`config.mk`:
```
export PLATFORM = sky130hd
export DESIGN_NAME = burst_addr_gen
export DESIGN_NICKNAME = d
export VERILOG_FILES = /design/src/rtl/burst_addr_pkg.sv /design/src/rtl/burst_addr_ctrl.sv /design/src/rtl/burst_addr_dp.sv /design/src/rtl/burst_addr_gen.sv
export SDC_FILE = /design/constraint.sdc
export NUM_CORES = 1
export LEC_CHECK = 0
export CAP_MARGIN = 20
export CORE_UTILIZATION = 35
export DETAILED_ROUTE_END_ITERATION = 12
export DONT_BUFFER_PORTS = 1
export PLACE_DENSITY = 0.53
export SYNTH_ARGS = -nofsm -noshare
export SYNTH_HDL_FRONTEND = slang
export SYNTH_HIERARCHICAL = 1
export SYNTH_SLANG_ARGS = --single-unit
export TNS_END_PERCENT = 20
```
`constraint.sdc`:
```
create_clock -name clk -period 1.9 [get_ports clk]
set_input_delay 0.38 -clock clk [delete_from_list [all_inputs] [get_ports clk]]
set_output_delay 0.38 -clock clk [all_outputs]
set_load 0.01 [all_outputs]
```
`src/rtl/burst_addr_pkg.sv`:
```
package burst_addr_pkg;

  // Decoded action for one cycle; at most one bit is set.
  typedef struct packed {
    logic clear;
    logic load;
    logic step;
  } ctrlStrobes_t;

  typedef enum logic [1:0] {
    ACT_HOLD  = 2'd0,
    ACT_STEP  = 2'd1,
    ACT_LOAD  = 2'd2,
    ACT_CLEAR = 2'd3
  } addrAction_e;

endpackage

```
`src/rtl/burst_addr_ctrl.sv`:
```
module burst_addr_ctrl
  import burst_addr_pkg::*;
(
  input  logic         adsN,
  input  logic         cntEnN,
  input  logic         cntRstN,
  output ctrlStrobes_t strobes
);

  addrAction_e action;

  // Fixed priority: clear, then load, then step, else hold.
  always_comb begin
    if (!cntRstN)     action = ACT_CLEAR;
    else if (!adsN)   action = ACT_LOAD;
    else if (!cntEnN) action = ACT_STEP;
    else              action = ACT_HOLD;
  end

  always_comb begin
    strobes       = '0;
    strobes.clear = (action == ACT_CLEAR);
    strobes.load  = (action == ACT_LOAD);
    strobes.step  = (action == ACT_STEP);
  end

endmodule

```
`src/rtl/burst_addr_dp.sv`:
```
module burst_addr_dp
  import burst_addr_pkg::*;
#(
  parameter int ADDR_W = 16
) (
  input  logic              clk,
  input  ctrlStrobes_t      strobes,
  input  logic [ADDR_W-1:0] extAddr,
  output logic [ADDR_W-1:0] nextAddr,
  output logic [ADDR_W-1:0] cntQ
);

  localparam logic [ADDR_W-1:0] ONE  = {{(ADDR_W-1){1'b0}}, 1'b1};
  localparam logic [ADDR_W-1:0] ZERO = '0;

  logic [ADDR_W-1:0] incAddr;

  // Modulo-2^ADDR_W increment gives the wrap for free.
  assign incAddr = cntQ + ONE;

  always_comb begin
    if (strobes.clear)     nextAddr = ZERO;
    else if (strobes.load) nextAddr = extAddr;
    else if (strobes.step) nextAddr = incAddr;
    else                   nextAddr = cntQ;
  end

  always_ff @(posedge clk) begin
    cntQ <= nextAddr;
  end

endmodule

```
`src/rtl/burst_addr_gen.sv`:
```
module burst_addr_gen
  import burst_addr_pkg::*;
#(
  parameter int ADDR_W = 16
) (
  input  logic              clk,
  input  logic [ADDR_W-1:0] extAddr,
  input  logic              adsN,
  input  logic              cntEnN,
  input  logic              cntRstN,
  output logic [ADDR_W-1:0] accessAddr,
  output logic [ADDR_W-1:0] cntVal
);

  ctrlStrobes_t      strobes;
  logic [ADDR_W-1:0] nextAddr;
  logic [ADDR_W-1:0] cntQ;

  burst_addr_ctrl u_ctrl (
    .adsN    (adsN),
    .cntEnN  (cntEnN),
    .cntRstN (cntRstN),
    .strobes (strobes)
  );

  burst_addr_dp #(.ADDR_W(ADDR_W)) u_dp (
    .clk      (clk),
    .strobes  (strobes),
    .extAddr  (extAddr),
    .nextAddr (nextAddr),
    .cntQ     (cntQ)
  );

  // Bypass: the access uses the value the counter is about to take.
  assign accessAddr = nextAddr;
  assign cntVal     = cntQ;

endmodule

```
== Yosys cells after proc, flatten, opt, wreduce, memory -nomap -nowiden ==
Cells that the tools add are included.
Storage, ports and cells
  logic and storage cells: 11
  register bits: 16
  input bits: 20
  output and inout port bits: 32
Cells by class
  equality and inequality tests: 3
  mux-type cells: 6
  add/sub/neg operators: 1
Operators with widths (number)
  two-way mux 16 bit: 3
  adder 16 x 1 -> 16 bit (second input constant): 1
  == test 2 bit (second input constant): 2
  two-way mux 2 bit: 2
  == test 2 x 1 -> 1 bit (second input constant): 1
  two-way mux 1 bit: 1

== Depth between registers and ports, before layout ==
  word-level depth: 7
  mapped depth: 6
  mapped depth without buffers: 5

== Modules after synthesis ==
Netlist, hierarchy kept.
Modules (own cells, without submodules)
  burst_addr_dp: times used 1, sequential area each 320.3 um2, area each 913.4 um2, cells an instance 104
  burst_addr_ctrl: times used 1, sequential area each 0.0 um2, area each 18.8 um2, cells an instance 3

== Least setup slack after synthesis ==
Ideal clock, no wire load.
  path kind: input-to-output
  start point: input cntEnN
  end point: output accessAddr[6]
  arrival: 1706 ps
  setup slack: -186 ps
  stages on the path: 5
  cells stage by stage: and3b_1 buf_2 nand4_4 or3_1 a311oi_1
Between the ends
  longest elaborated chain between the ends: 7
  elaborated cells between the ends (all ways): 9
  classes of those cells: eq/ne: 3; mux: 6
Ends and longest elaborated chain
  from (decl): line burst_addr_gen.sv:9  | input logic cntEnN,
  two-way mux 1 bit *: line burst_addr_ctrl.sv:16  | else if (!cntEnN) action = ACT_STEP;
  two-way mux 2 bit *: line burst_addr_ctrl.sv:15  | else if (!adsN) action = ACT_LOAD;
  two-way mux 2 bit *: line burst_addr_ctrl.sv:14  | if (!cntRstN) action = ACT_CLEAR;
  == test 2 x 1 -> 1 bit: line burst_addr_ctrl.sv:24  | strobes.step = (action == ACT_STEP);
  two-way mux 16 bit: line burst_addr_dp.sv:24  | else if (strobes.step) nextAddr = incAddr;
  two-way mux 16 bit: line burst_addr_dp.sv:23  | else if (strobes.load) nextAddr = extAddr;
  two-way mux 16 bit *: line burst_addr_dp.sv:22  | if (strobes.clear) nextAddr = ZERO;
  to (decl): line burst_addr_gen.sv:11  | output logic [ADDR_W-1:0] accessAddr,
Mark *: on every way between the ends. The rest lies on a longest branch, timed or not.

== Worst setup path in the final report ==
  start point: register u_dp.cntQ[1]
  end point: output accessAddr[8]
Between the ends
  longest elaborated chain between the ends: 4
Ends and longest elaborated chain
  from (decl): line burst_addr_dp.sv:10  | output logic [ADDR_W-1:0] cntQ
  from (signal assigned): line burst_addr_dp.sv:29  | cntQ <= nextAddr;
  adder 16 x 1 -> 16 bit: line burst_addr_dp.sv:19  | assign incAddr = cntQ + ONE;
  two-way mux 16 bit: line burst_addr_dp.sv:24
  two-way mux 16 bit: line burst_addr_dp.sv:23
  two-way mux 16 bit: line burst_addr_dp.sv:22
Every way passes these cells.

==> out/summary.md <==
- status: finished, violations left
- violated checks: setup timing
- Die H: 53.6 microns
- Clock Path Buffers: 2
- Worst Reg2Reg Path Length in Cells: 4
- clock tree root buffer cell: sky130_fd_sc_hd__clkbuf_4
- clock tree from TritonCTS: yes
- ys async rst share: 0
- max frequency: 482 MHz
- Power Density: 591 mW/mm^2
- Filler Cells Inserted: 248
- commonest non-fill, non-tap cell in the layout: sky130_fd_sc_hd__buf_4
- average size of a mapped cell: 8.71 sq um
- area taken by flip-flops and latches: 339 sq um
- register area share after synthesis: 0.344
- fin crit share: 1.09
- final core utilization: 0.527
- VDD IR max: 0.392 mV
- initial core utilization: 0.373
- Clock Latency Late Sink: 290 ps
- clock slew at the register clock pins of the worst setup and hold paths: 100 ps
- Synth Flop Type: sky130_fd_sc_hd__dfxtp_1
- Non-Filler Cell Area, Final: 0.00132 sq mm
- busiest grt layer: met2
- cell family with the largest share of critical-path delay: simple AND/OR/NAND/NOR gates
- top flop regs: u_dp/cntQ x16
- count of hold-fix buffers inserted at cts: 0
- largest clock skew in the final design: 3.99 ps
- delay of the slowest cell on the worst path: 390 ps
- worst path arrival time: 1690 ps
- total via count after detailed routing: 892
- half-perimeter wire length of the detailed placement result: 1.81 mm
- fraction of the mapped netlist area in compound gates: 0.137
- fraction of layout cells with a size suffix above 1: 0.508
- met1 track utilization from global routing: 0.237
- initial drt markers: 12
- Core ar.: 0.00250 sq mm
- post-synthesis instance area: 932 sq um
- Post-Syn Nets: 128
- Multi-input gate area: 716 sq um
- Setup TNS: -1110 ps
- number of cells on the worst hold path: 2
- final layout net count: 150
- count of cell instances traversed by the critical path: 4
- # port buffers: 0
- final-report hold violation count: 0
- global-route usage over all layers: 0.211
- flop and latch count out of synthesis: 16
- Final Total Pwr: 777 uW
- Distinct cells, synth: 26
- Max-Cap Viols: 0
- number of synthesized flops with an enable pin: 0
- top-level port count: 52
- worst slack after detailed placement: -111 ps
- x dimension of the die: 53.6 microns
- slew at the pin closest to its max-slew limit: 764 ps
- Worst Setup End Kind: output port
- crit path time final: 2070 ps
- initial antenna violation count: 0
- detail-routed via count per cell: 5.65
- total leakage power: 0.486 nW
- vias in the first global route: 915
- drt first pass iters: 4
- diodes inserted: 0
- post-synthesis to final-layout area growth: 41.2%
- most used cells in the layout excluding fill and tap cells: 20 x sky130_fd_sc_hd__buf_4, 14 x sky130_fd_sc_hd__nor2_1, 11 x sky130_fd_sc_hd__xnor2_1
- global routing usage on met3: 0.0621
- Slew headroom: 0.490
- met2 track utilization from global routing: 0.363
- CTS buffer count: 3
- Clock Sinks: 16
- Pins Over Slew Limit: 0
- synth warn: 6
- placed cell areas: 0.00113 sq mm
- share of synthesized area spent on multiplexers: 0.0537
- total global routing overflow: 0
- average detailed-routed wire length per instance: 17.1 microns
- final setup vio count: 10
- CTS HTree Levels: 1
- RD Place Congestion: 0.727
- CP Buf/Inv Count: 0
- RSZ-0062 raised after global routing: true
- Synth Area in XOR/XNOR: 0.103
- global-route wire length before repair: 4.31 mm
- Critical Path, Cell by Cell: ha_4, nand4_4, or3_4, a311oi_4
- critical path fanouts, max: 8
- number of instances in the synthesized netlist: 107
- synthesized-area fraction occupied by and/or/nand/nor cells: 0.298
- Placement Rows: 18
- cell at the slowest stage of the critical path: sky130_fd_sc_hd__or3_4
- Synth Area in Adders: 0.0134
- ANT nets after route: 0
- type of element launching the critical path: flip-flop
- combinational family with the most area after synthesis: simple AND/OR/NAND/NOR gates
- register containing the most flip-flops in the final layout: u_dp/cntQ
- post-route setup slack: -174 ps
- startpoint-to-endpoint class of the critical path: reg2out
- aggregate routed wire length: 2.71 mm
- pin count of the biggest net entering global routing: 16
- Die Outline Area: 0.00287 sq mm
- type of the most critical hold path: in2reg
- Data required, critical path: 1520 ps
- DRC viols: 0
- flip-flop count of the largest register, all copies and words added: 16
-- timing repair --
item,in CTS,in global routing
cloned,1,0
buffers inserted,2,1
resized for setup,22,9
setup endpoints to repair,12,13
pin swaps,16,3
-- metal layers --
metal / vias up / share of wire
met2: 31 / 0.52
met1: 426 / 0.39
met4: 0 / 0.011
met5: - / 0
li1: 431 / -
met3: 4 / 0.080
-- cell usage after synthesis (3+ instances only) --
cell type,count,area [sq um]
sky130_fd_sc_hd__or3_1,3,18.8
sky130_fd_sc_hd__o21ai_0,3,15.0
sky130_fd_sc_hd__nand3_1,5,25.0
sky130_fd_sc_hd__xnor2_1,11,96.3
sky130_fd_sc_hd__a211oi_1,5,37.5
sky130_fd_sc_hd__nor2_1,17,63.8
sky130_fd_sc_hd__nand2_1,5,18.8
sky130_fd_sc_hd__dfxtp_1,16,320
sky130_fd_sc_hd__nor3_1,3,15.0
sky130_fd_sc_hd__nor4_1,3,18.8
sky130_fd_sc_hd__inv_1,7,26.3
sky130_fd_sc_hd__nor4_2,3,37.5
sky130_fd_sc_hd__mux2i_1,5,50.1
-- through the flow --
stage	instances	hold slack [ps]
floorplan	107	603
global placement	150	623
detailed placement	150	625
CTS	157	304
global route	158	298
finish	158	308
-- worst paths after layout --
check | start | to | slack (ps)
worst min-delay path | extAddr[11] | u_dp/cntQ[11]$_DFF_P_ | 310
worst min register to register | u_dp/cntQ[13]$_DFF_P_ | u_dp/cntQ[13]$_DFF_P_ | 730
worst max register to register | u_dp/cntQ[1]$_DFF_P_ | u_dp/cntQ[8]$_DFF_P_ | 380
worst max-delay path | u_dp/cntQ[1]$_DFF_P_ | accessAddr[8] | -170
-- kinds of logic (layout without fill, tap and decap cells) --
logic type,Yosys count,count (layout)
AND/OR/NAND/NOR,46,47
multiplexers,5,5
adder cells (fa/ha/maj),1,1
flip-flops,16,16
buffers and inverters,12,32
AO/OA/AOI/OAI,16,16
XOR/XNOR,11,11
-- area by class of cell --
cell class / count / area share
sequential: 16 / 0.258
multi-input combinational: 80 / 0.544
clock buffer: 4 / 0.0276
inverter: 7 / 0.0200
timing repair buffer: 21 / 0.123
tap: 30 / 0.0285
-- worst register-to-register path, cell delays in order, from the launching register on --
cell                       delay, ps
sky130_fd_sc_hd__dfxtp_2         370
sky130_fd_sc_hd__ha_4            160
sky130_fd_sc_hd__nand4_4         150
sky130_fd_sc_hd__or3_4           390
sky130_fd_sc_hd__a311oi_4        340
-- power by group --
group	internal, mW	switching, mW	total, mW
sequential	0.357	0.0241	0.381
combinational	0.0680	0.0979	0.166
clock	0.117	0.114	0.230
No activity file was read; power rests on OpenSTA's default activity.
